[src/rtl/div_pkg.sv]
package div_pkg;
    typedef enum logic [1:0] {
        ST_IDLE  = 2'd0,
        ST_ISSUE = 2'd1,
        ST_WAIT  = 2'd2
    } div_state_e;
endpackage

[src/rtl/div_step_core.sv]
// Restoring 2W/W divider; assumes hi < den so the quotient fits in W bits.
module div_step_core #(
    parameter int W = 8
) (
    input  logic         clk,
    input  logic         rst_n,
    input  logic         go,
    input  logic [W-1:0] hi,
    input  logic [W-1:0] lo,
    input  logic [W-1:0] den,
    output logic         fin,
    output logic [W-1:0] quo,
    output logic [W-1:0] rem
);
    localparam int CNT_W = $clog2(W + 1);

    typedef struct packed {
        logic             busy;
        logic [CNT_W-1:0] cnt;
        logic [W-1:0]     rem;
        logic [W-1:0]     lo;
        logic [W-1:0]     quo;
        logic             fin;
    } core_t;

    core_t s_q, s_d;
    logic [W:0] trial;
    logic       take;

    always_comb begin
        s_d     = s_q;
        s_d.fin = 1'b0;
        trial   = {s_q.rem, s_q.lo[W-1]};
        take    = (trial >= {1'b0, den});
        if (go) begin
            s_d.busy = 1'b1;
            s_d.cnt  = CNT_W'(W);
            s_d.rem  = hi;
            s_d.lo   = lo;
            s_d.quo  = '0;
        end else if (s_q.busy) begin
            s_d.rem = take ? W'(trial - {1'b0, den}) : W'(trial);
            s_d.quo = {s_q.quo[W-2:0], take};
            s_d.lo  = {s_q.lo[W-2:0], 1'b0};
            s_d.cnt = s_q.cnt - CNT_W'(1);
            if (s_q.cnt == CNT_W'(1)) begin
                s_d.busy = 1'b0;
                s_d.fin  = 1'b1;
            end
        end
    end

    always_ff @(posedge clk or negedge rst_n) begin
        if (!rst_n) s_q <= '0;
        else        s_q <= s_d;
    end

    assign fin = s_q.fin;
    assign quo = s_q.quo;
    assign rem = s_q.rem;
endmodule

[src/rtl/div_chunk_shreg.sv]
// Piece-wide shift register: parallel load, shift left by one piece.
module div_chunk_shreg #(
    parameter int CHUNK_W    = 8,
    parameter int NUM_CHUNKS = 4
) (
    input  logic                          clk,
    input  logic                          rst_n,
    input  logic                          load,
    input  logic [CHUNK_W*NUM_CHUNKS-1:0] load_val,
    input  logic                          shift,
    input  logic [CHUNK_W-1:0]            shift_in,
    output logic [CHUNK_W*NUM_CHUNKS-1:0] value
);
    localparam int TOTAL_W = CHUNK_W * NUM_CHUNKS;

    logic [TOTAL_W-1:0] val_q, val_d;

    always_comb begin
        val_d = val_q;
        if (load)       val_d = load_val;
        else if (shift) val_d = {val_q[TOTAL_W-CHUNK_W-1:0], shift_in};
    end

    always_ff @(posedge clk or negedge rst_n) begin
        if (!rst_n) val_q <= '0;
        else        val_q <= val_d;
    end

    assign value = val_q;
endmodule

[src/rtl/chunk_long_div.sv]
module chunk_long_div
    import div_pkg::*;
#(
    parameter int CHUNK_W    = 8,
    parameter int NUM_CHUNKS = 4
) (
    input  logic                          clk,
    input  logic                          rst_n,
    input  logic                          start,
    input  logic [CHUNK_W*NUM_CHUNKS-1:0] dividend,
    input  logic [CHUNK_W-1:0]            divisor,
    output logic                          busy,
    output logic                          done,
    output logic                          div_zero_err,
    output logic [CHUNK_W*NUM_CHUNKS-1:0] quotient,
    output logic [CHUNK_W-1:0]            remainder
);
    localparam int TOTAL_W = CHUNK_W * NUM_CHUNKS;
    localparam int IDX_W   = (NUM_CHUNKS > 1) ? $clog2(NUM_CHUNKS) : 1;

    typedef struct packed {
        div_state_e         state;
        logic [IDX_W-1:0]   idx;
        logic [CHUNK_W-1:0] carry;
        logic [CHUNK_W-1:0] den;
        logic               done;
        logic               err;
    } ctl_t;

    ctl_t s_q, s_d;

    logic               step_go, step_fin;
    logic [CHUNK_W-1:0] step_quo, step_rem;
    logic               dvd_load, dvd_shift;
    logic [TOTAL_W-1:0] dvd_val;
    logic               quo_load, quo_shift;
    logic [TOTAL_W-1:0] quo_load_val, quo_val;

    always_comb begin
        s_d          = s_q;
        s_d.done     = 1'b0;
        step_go      = 1'b0;
        dvd_load     = 1'b0;
        dvd_shift    = 1'b0;
        quo_load     = 1'b0;
        quo_load_val = '0;
        quo_shift    = 1'b0;
        unique case (s_q.state)
            ST_IDLE: begin
                if (start) begin
                    quo_load  = 1'b1;
                    s_d.carry = '0;
                    if (divisor == '0) begin
                        quo_load_val = '1;
                        s_d.err      = 1'b1;
                        s_d.done     = 1'b1;
                    end else begin
                        dvd_load  = 1'b1;
                        s_d.err   = 1'b0;
                        s_d.den   = divisor;
                        s_d.idx   = IDX_W'(NUM_CHUNKS - 1);
                        s_d.state = ST_ISSUE;
                    end
                end
            end
            ST_ISSUE: begin
                step_go   = 1'b1;
                s_d.state = ST_WAIT;
            end
            ST_WAIT: begin
                if (step_fin) begin
                    s_d.carry = step_rem;
                    dvd_shift = 1'b1;
                    quo_shift = 1'b1;
                    if (s_q.idx == '0) begin
                        s_d.state = ST_IDLE;
                        s_d.done  = 1'b1;
                    end else begin
                        s_d.idx   = s_q.idx - IDX_W'(1);
                        s_d.state = ST_ISSUE;
                    end
                end
            end
            default: s_d.state = ST_IDLE;
        endcase
    end

    always_ff @(posedge clk or negedge rst_n) begin
        if (!rst_n) s_q <= '{state: ST_IDLE, default: '0};
        else        s_q <= s_d;
    end

    div_step_core #(.W(CHUNK_W)) u_core (
        .clk  (clk),
        .rst_n(rst_n),
        .go   (step_go),
        .hi   (s_q.carry),
        .lo   (dvd_val[TOTAL_W-1 -: CHUNK_W]),
        .den  (s_q.den),
        .fin  (step_fin),
        .quo  (step_quo),
        .rem  (step_rem)
    );

    div_chunk_shreg #(.CHUNK_W(CHUNK_W), .NUM_CHUNKS(NUM_CHUNKS)) u_dvd (
        .clk     (clk),
        .rst_n   (rst_n),
        .load    (dvd_load),
        .load_val(dividend),
        .shift   (dvd_shift),
        .shift_in('0),
        .value   (dvd_val)
    );

    div_chunk_shreg #(.CHUNK_W(CHUNK_W), .NUM_CHUNKS(NUM_CHUNKS)) u_quo (
        .clk     (clk),
        .rst_n   (rst_n),
        .load    (quo_load),
        .load_val(quo_load_val),
        .shift   (quo_shift),
        .shift_in(step_quo),
        .value   (quo_val)
    );

    assign busy         = (s_q.state != ST_IDLE);
    assign done         = s_q.done;
    assign div_zero_err = s_q.err;
    assign quotient     = quo_val;
    assign remainder    = s_q.carry;
endmodule

[config.mk]
export PLATFORM = sky130hd
export DESIGN_NAME = chunk_long_div
export DESIGN_NICKNAME = d
export VERILOG_FILES = /design/src/rtl/div_pkg.sv /design/src/rtl/div_step_core.sv /design/src/rtl/div_chunk_shreg.sv /design/src/rtl/chunk_long_div.sv
export SDC_FILE = /design/constraint.sdc
export NUM_CORES = 1
export LEC_CHECK = 0
export ABC_CLOCK_PERIOD_IN_PS = 1950
export CAP_MARGIN = 20
export CORE_UTILIZATION = 40
export CTS_BUF_LIST = sky130_fd_sc_hd__clkbuf_8
export DETAILED_ROUTE_END_ITERATION = 10
export PLACE_DENSITY = 0.75
export SETUP_SLACK_MARGIN = 0.5
export SLEW_MARGIN = 40
export SYNTH_ARGS = -nofsm -noshare
export SYNTH_HDL_FRONTEND = slang
export SYNTH_SLANG_ARGS = --single-unit
[constraint.sdc]
create_clock -name clk -period 1.95 [get_ports clk]
set_input_delay 0.2925 -clock clk [delete_from_list [all_inputs] [get_ports clk]]
set_output_delay 0.2925 -clock clk [all_outputs]
set_load 0.05 [all_outputs]
; ---- After elaboration in Yosys (flattened, before gate mapping)
; Index checks and enable logic that the tools add are counted.
[word_totals]
reg_bits = 116
inputBits = 43
out_inout_bits = 43
elab_cells = 72
[classes]
add_sub_neg = 3
magnitude_cmp = 1
n_eq_ne = 7
mux = 33
bitwise = 1
n_reduce_logical = 13
[ops]
columns = op, count
row1 = $mux 32, 7
row2 = $mux 30, 1
row3 = $mux 29, 1
row4 = $mux 22, 1
row5 = $pmux 10 s2, 1
row6 = $mux 8, 2
row7 = $mux 1, 15
row8 = $mux 12, 1
row9 = $reduce_bool 2->1, 5
row10 = $ge 9x8->1, 1
row11 = $reduce_and 3->1, 3
row12 = $logic_not 8->1, 1
row13 = $sub 8x8->8, 1
row14 = $ne 2x2->1 const B, 3
row15 = $pmux 2 s3, 1
row16 = $reduce_and 5->1, 1
row17 = $eq 4x1->1 const B, 1
row18 = $logic_not 2->1, 2
row19 = $mux 4, 1
row20 = $sub 4x1->4 const B, 1
row21 = $eq 2x1->1 const B, 1
row22 = $eq 2x2->1 const B, 1
row23 = $mux 2, 1
row24 = $ne 2x1->1 const B, 1
row25 = 4 further kinds, 4

; ---- Longest topological paths before layout
[logic_depth]
ltp_word = 5
depth_mapped = 9
depth_no_buf = 9

; ---- Modules after synthesis
; A second synthesis with hierarchy kept.
[unflattened]
cells_unflattened = 569
hier_area_um2 = 5977.0
[modules_own_cells]
columns = mod, n_inst, cells_per_inst, area_per_inst_um2, seq_area_each_um2
row1 = div_chunk_shreg, 2, 139, 1512.7, 800.8
row2 = div_step_core, 1, 197, 1925.6, 750.7
row3 = chunk_long_div, 1, 94, 1026.0, 550.5

; ---- Worst setup path before layout
; Ideal clock, no wire load.
[synth_timing]
path_kind = register to register
from = reg s_q[2] (netlist name)
to = reg u_core.s_q, in the netlist u_core.rem[6]
setup_time_ns = 0.096
arrival_time_ns = 1.790
t_required_ns = 1.854
setup_slack_ns = 0.064
path_stages_with_launch = 9
period_less_slack_ns = 1.886
cell_sequence = dfrtp_1 ha_1 fa_1 nand2b_1 a21oi_1 a21o_1 a21oi_1 xor2_1 o31ai_1
[synth_via]
elab_chain_cells = 4
[synth_lines]
columns = item, line_no
row1 = from (decl), chunk_long_div.sv:30  ; ctl_t s_q, s_d;
row2 = from (signal assigned), chunk_long_div.sv:89  ; if (!rst_n) s_q <= '{state: ST_IDLE, default: '0};
row3 = from (signal assigned), chunk_long_div.sv:90  ; else s_q <= s_d;
row4 = $sub 8x8->8 / $ge 9x8->1 (equally long branches), "div_step_core.sv:42, div_step_core.sv:34"
row5 = $mux 8 *, div_step_core.sv:42  ; s_d.rem = take ? W'(trial - {1'b0, den}) : W'(trial);
row6 = $mux 30 *, div_step_core.sv:41  ; end else if (s_q.busy) begin
row7 = $mux 29 *, div_step_core.sv:35  ; if (go) begin
row8 = to (signal assigned), div_step_core.sv:54  ; if (!rst_n) s_q <= '0;
row9 = to (signal assigned), div_step_core.sv:55  ; else s_q <= s_d;
row10 = to (decl), div_step_core.sv:26  ; core_t s_q, s_d;
; Mark *: on every way between the ends. The rest lies on a longest branch, timed or not. The select of a mux whose other input is x is not followed.
; A chain may end at the register's enable or synchronous reset.

; ---- Worst setup path after layout
[layout_timing]
from = reg s_q[2] (netlist name)
to = reg u_core.s_q, in the netlist u_core.rem[4]
; Same word-level chain as after synthesis.

==> qor.yml <==
sta:
  worstMarginPinSlew_ps: 534
  finalHoldViolations: 0
  rsz0062_at_grt: "true"
  setup-tns-final_ps: 0
  finalWorstSetupSlack_ps: 38.8
  setup_viol: 0
  period_share_pct: 98.0
  fmax_mhz: 523
  drv_slew: 0
  fin_skew_ps: 12.6
  min_period_ps: 1910
  maxSlewHeadroom_pct: 64.4
critical_path:
  path_class: "register to register"
  end_kind: "register"
  crit_arrival_ps: 2220
  reg2reg_depth: 9
  start_kind: "register"
  slowest_stage: "dfrtp_1"
  crit_path_max_incr_delay_ps: 420
  required_ps: 2260
  crit_path_cell_trace: "ha_4 > fa_2 > nand2b_4 > a21oi_4 > buf_4 > xnor2_1 > nor2_1 > a21oi_1 > o21ai_0"
  cp_max_fo: 2
clock_network:
  clockBufferDepth: 2
  cts_buffers: 17
  insertion_delay_ps: 450
  cts_htree_levels: 4
  cts-root-buf: "clkbuf_8"
  clock-sinks: 116
  clk_pin_slew_ps: 70
  cts_tree: "built"
yosys:
  ys_seq_elements: 116
  synth_area_leader_cell: "dfrtp_1"
  yosysTopAreaCellShare_pct: 53.4
  synth_nets: 596
  synthArstFlopShare_pct: 100
  syn_area_sq_um: 5440
  synth_area_leaders: "dfrtp_1 53%, nand2_1 7.7%, nor2_4 4.6%, o22ai_1 3.7%, a22oi_1 3.3%"
  synth_flop_cell: "dfrtp_1"
  netlist-cell-type-count: 44
  ys_warn_count: 0
  synth-edff-count: 0
  ys_seq_area_share_pct: 53.4
  syn_avg_cell_area_sq_um: 10.0
  syn_inst: 541
routing:
  met2_length_microns: 9910
  drt-total-wl_microns: 18800
  drc_errors: 0
  wl_met3_microns: 948
  final_antenna_net_count: 0
  wl_per_cell_microns: 21.1
  post_drt_via_cell_ratio: 5.54
  firstDrtPassIters: 5
  m1WireLength_microns: 7290
  vias: 4943
  top_layer: "met4"
  drtIter0Drc: 312
power:
  finalPower_w: 0.0183
  powerDensity_nw_per_um2: 2000
  leakagePower_nw: 4.11
  ir_drop_mv: 1.62
global_route:
  antenna_found_initial: 0
  grt_pass1_vias: 5210
  grt_max_degree: 46
  gr-total-overflow: 0
  grt_pass1_wl_microns: 28000
  grtUsageTotal_pct: 26.1
floorplan:
  io_pins: 86
  die_w_microns: 119
  coreArea_sq_um: 13200
  start_util_pct: 41.0
  die_h_microns: 119
  die-area_sq_um: 14100
  num_rows: 42
final_layout:
  drive_gt1_share_pct: 55.4
  layout_common_cells: "95 x dfrtp_1, 64 x buf_4, 60 x nand2_1, 33 x clkdlybuf4s50_1, 31 x nor2_1"
  area_growth_pct: 68.0
  fin_nets: 758
  nFillCells: 883
  num_antenna_cells: 0
  regArea_sq_um: 2930
  layout_commonest_cell: "dfrtp_1"
  multi_input_area_sq_um: 3330
placement:
  gp_congestion: 0.882
  io_buffers: 85
  dp_hpwl_microns: 8740
  post-place-ws_ps: -179
min_path:
  min_delay_path_depth: 3
  hold_class: "input pin to register"
flow_run:
  cap_violations: 0
status:
  outcome: "completed"
==> report_power, final <==
part	internal, W	total (W)	switching (W)
combinational	0.00517	0.0111	0.00592
sequential	0.00359	0.00494	0.00135
clock	0.00121	0.00222	0.00101
total	0.00998	0.0183	0.00827
==> kinds of logic (layout without fill, tap and decap cells) <==
group / count (synthesis) / count (layout) / synth area share, %
AND/OR/NAND/NOR: 205 / 205 / 19.0
XOR/XNOR: 8 / 8 / 1.29
buffers and inverters: 61 / 236 / 6.01
adder cells (fa/ha/maj): 12 / 12 / 2.90
flip-flops: 116 / 116 / 53.4
multiplexers: 18 / 18 / 3.34
AO/OA/AOI/OAI: 121 / 121 / 14.0
==> final timing paths <==
check / from / endpoint / slack, ps
max reg2reg: s_q[2] / u_core.rem[4] / 40
max in group asynchronous: rst_n / u_quo.value[3] / 920
min in group asynchronous: rst_n / remainder[4] / 370
min reg2reg: u_dvd.value[1] / u_dvd.value[9] / 500
max: s_q[2] / u_core.rem[4] / 40
min: divisor[6] / s_q[8] / 70
==> final cells by class <==
cell class,instances,share of cell area (%)
multi-input combinational,364,36.5
sequential,116,32.1
timing repair buffer,186,24.0
clock buffer,20,3.02
tap,176,2.41
clock inverter,12,1.23
inverter,18,0.740
==> Yosys cell counts (all sizes together) (2+ instances only) <==
master	n
nor3	5
nand3b	2
nor3b	6
nor2b	5
dfrtp	116
or4	2
nand2	112
mux2i	17
and2	2
a221o	2
a31oi	2
nand3	9
inv	18
a211oi	3
ha	11
o22ai	32
xor2	4
nand2b	3
clkbuf	15
o21ai	33
buf	28
a21o	3
xnor2	4
a21oi	14
o31ai	3
nor2	58
a22oi	24
==> stage by stage <==
stage / hold slack [ps] / area (sq um) / utilization (%) / std cells
finish: 73.0 / 9130 / 68.9 / 892
global route: 67.6 / 9130 / 68.9 / 892
CTS: 61.3 / 8440 / 63.7 / 875
detailed placement: 298 / 6920 / 52.3 / 789
global placement: 287 / 6920 / 52.3 / 789
floorplan: -3.09 / 5840 / - / 541
==> flip-flops by register name, summed over array words and instances, names as in the netlist <==
signal,count
done,1
remainder,8
u_core.fin,1
u_core.quo,8
u_quo.value,32
s_q,12
u_core.rem,8
u_dvd.value,32
div_zero_err,1
u_core.s_q,13
==> worst max-delay path, delay by kind of cell (launching register included) <==
family                     cells  cell delay, ps
AOI/OAI and AO/OA              3             360
xor gates and xnor gates       1             110
adders and majority gates      2             540
buffers and inverters          1             130
DFF                            1             420
and+or+nand+nor                2             210
==> routing by layer <==
metal	vias up	GRT usage (%)
met2	201	44.6
met4	0	10.6
li1	2183	-
met1	2508	31.0
met3	51	7.19
met5	-	0
==> repair_timing <==
item,in CTS,in global routing
gates cloned,18,1
resized for setup,363,168
hold endpoints to repair,32,0
buffers inserted,35,16
endpoints found under the setup margin,148,127
hold buffers,1,0
pin swaps,66,66
(Power assumes the default switching activity.)
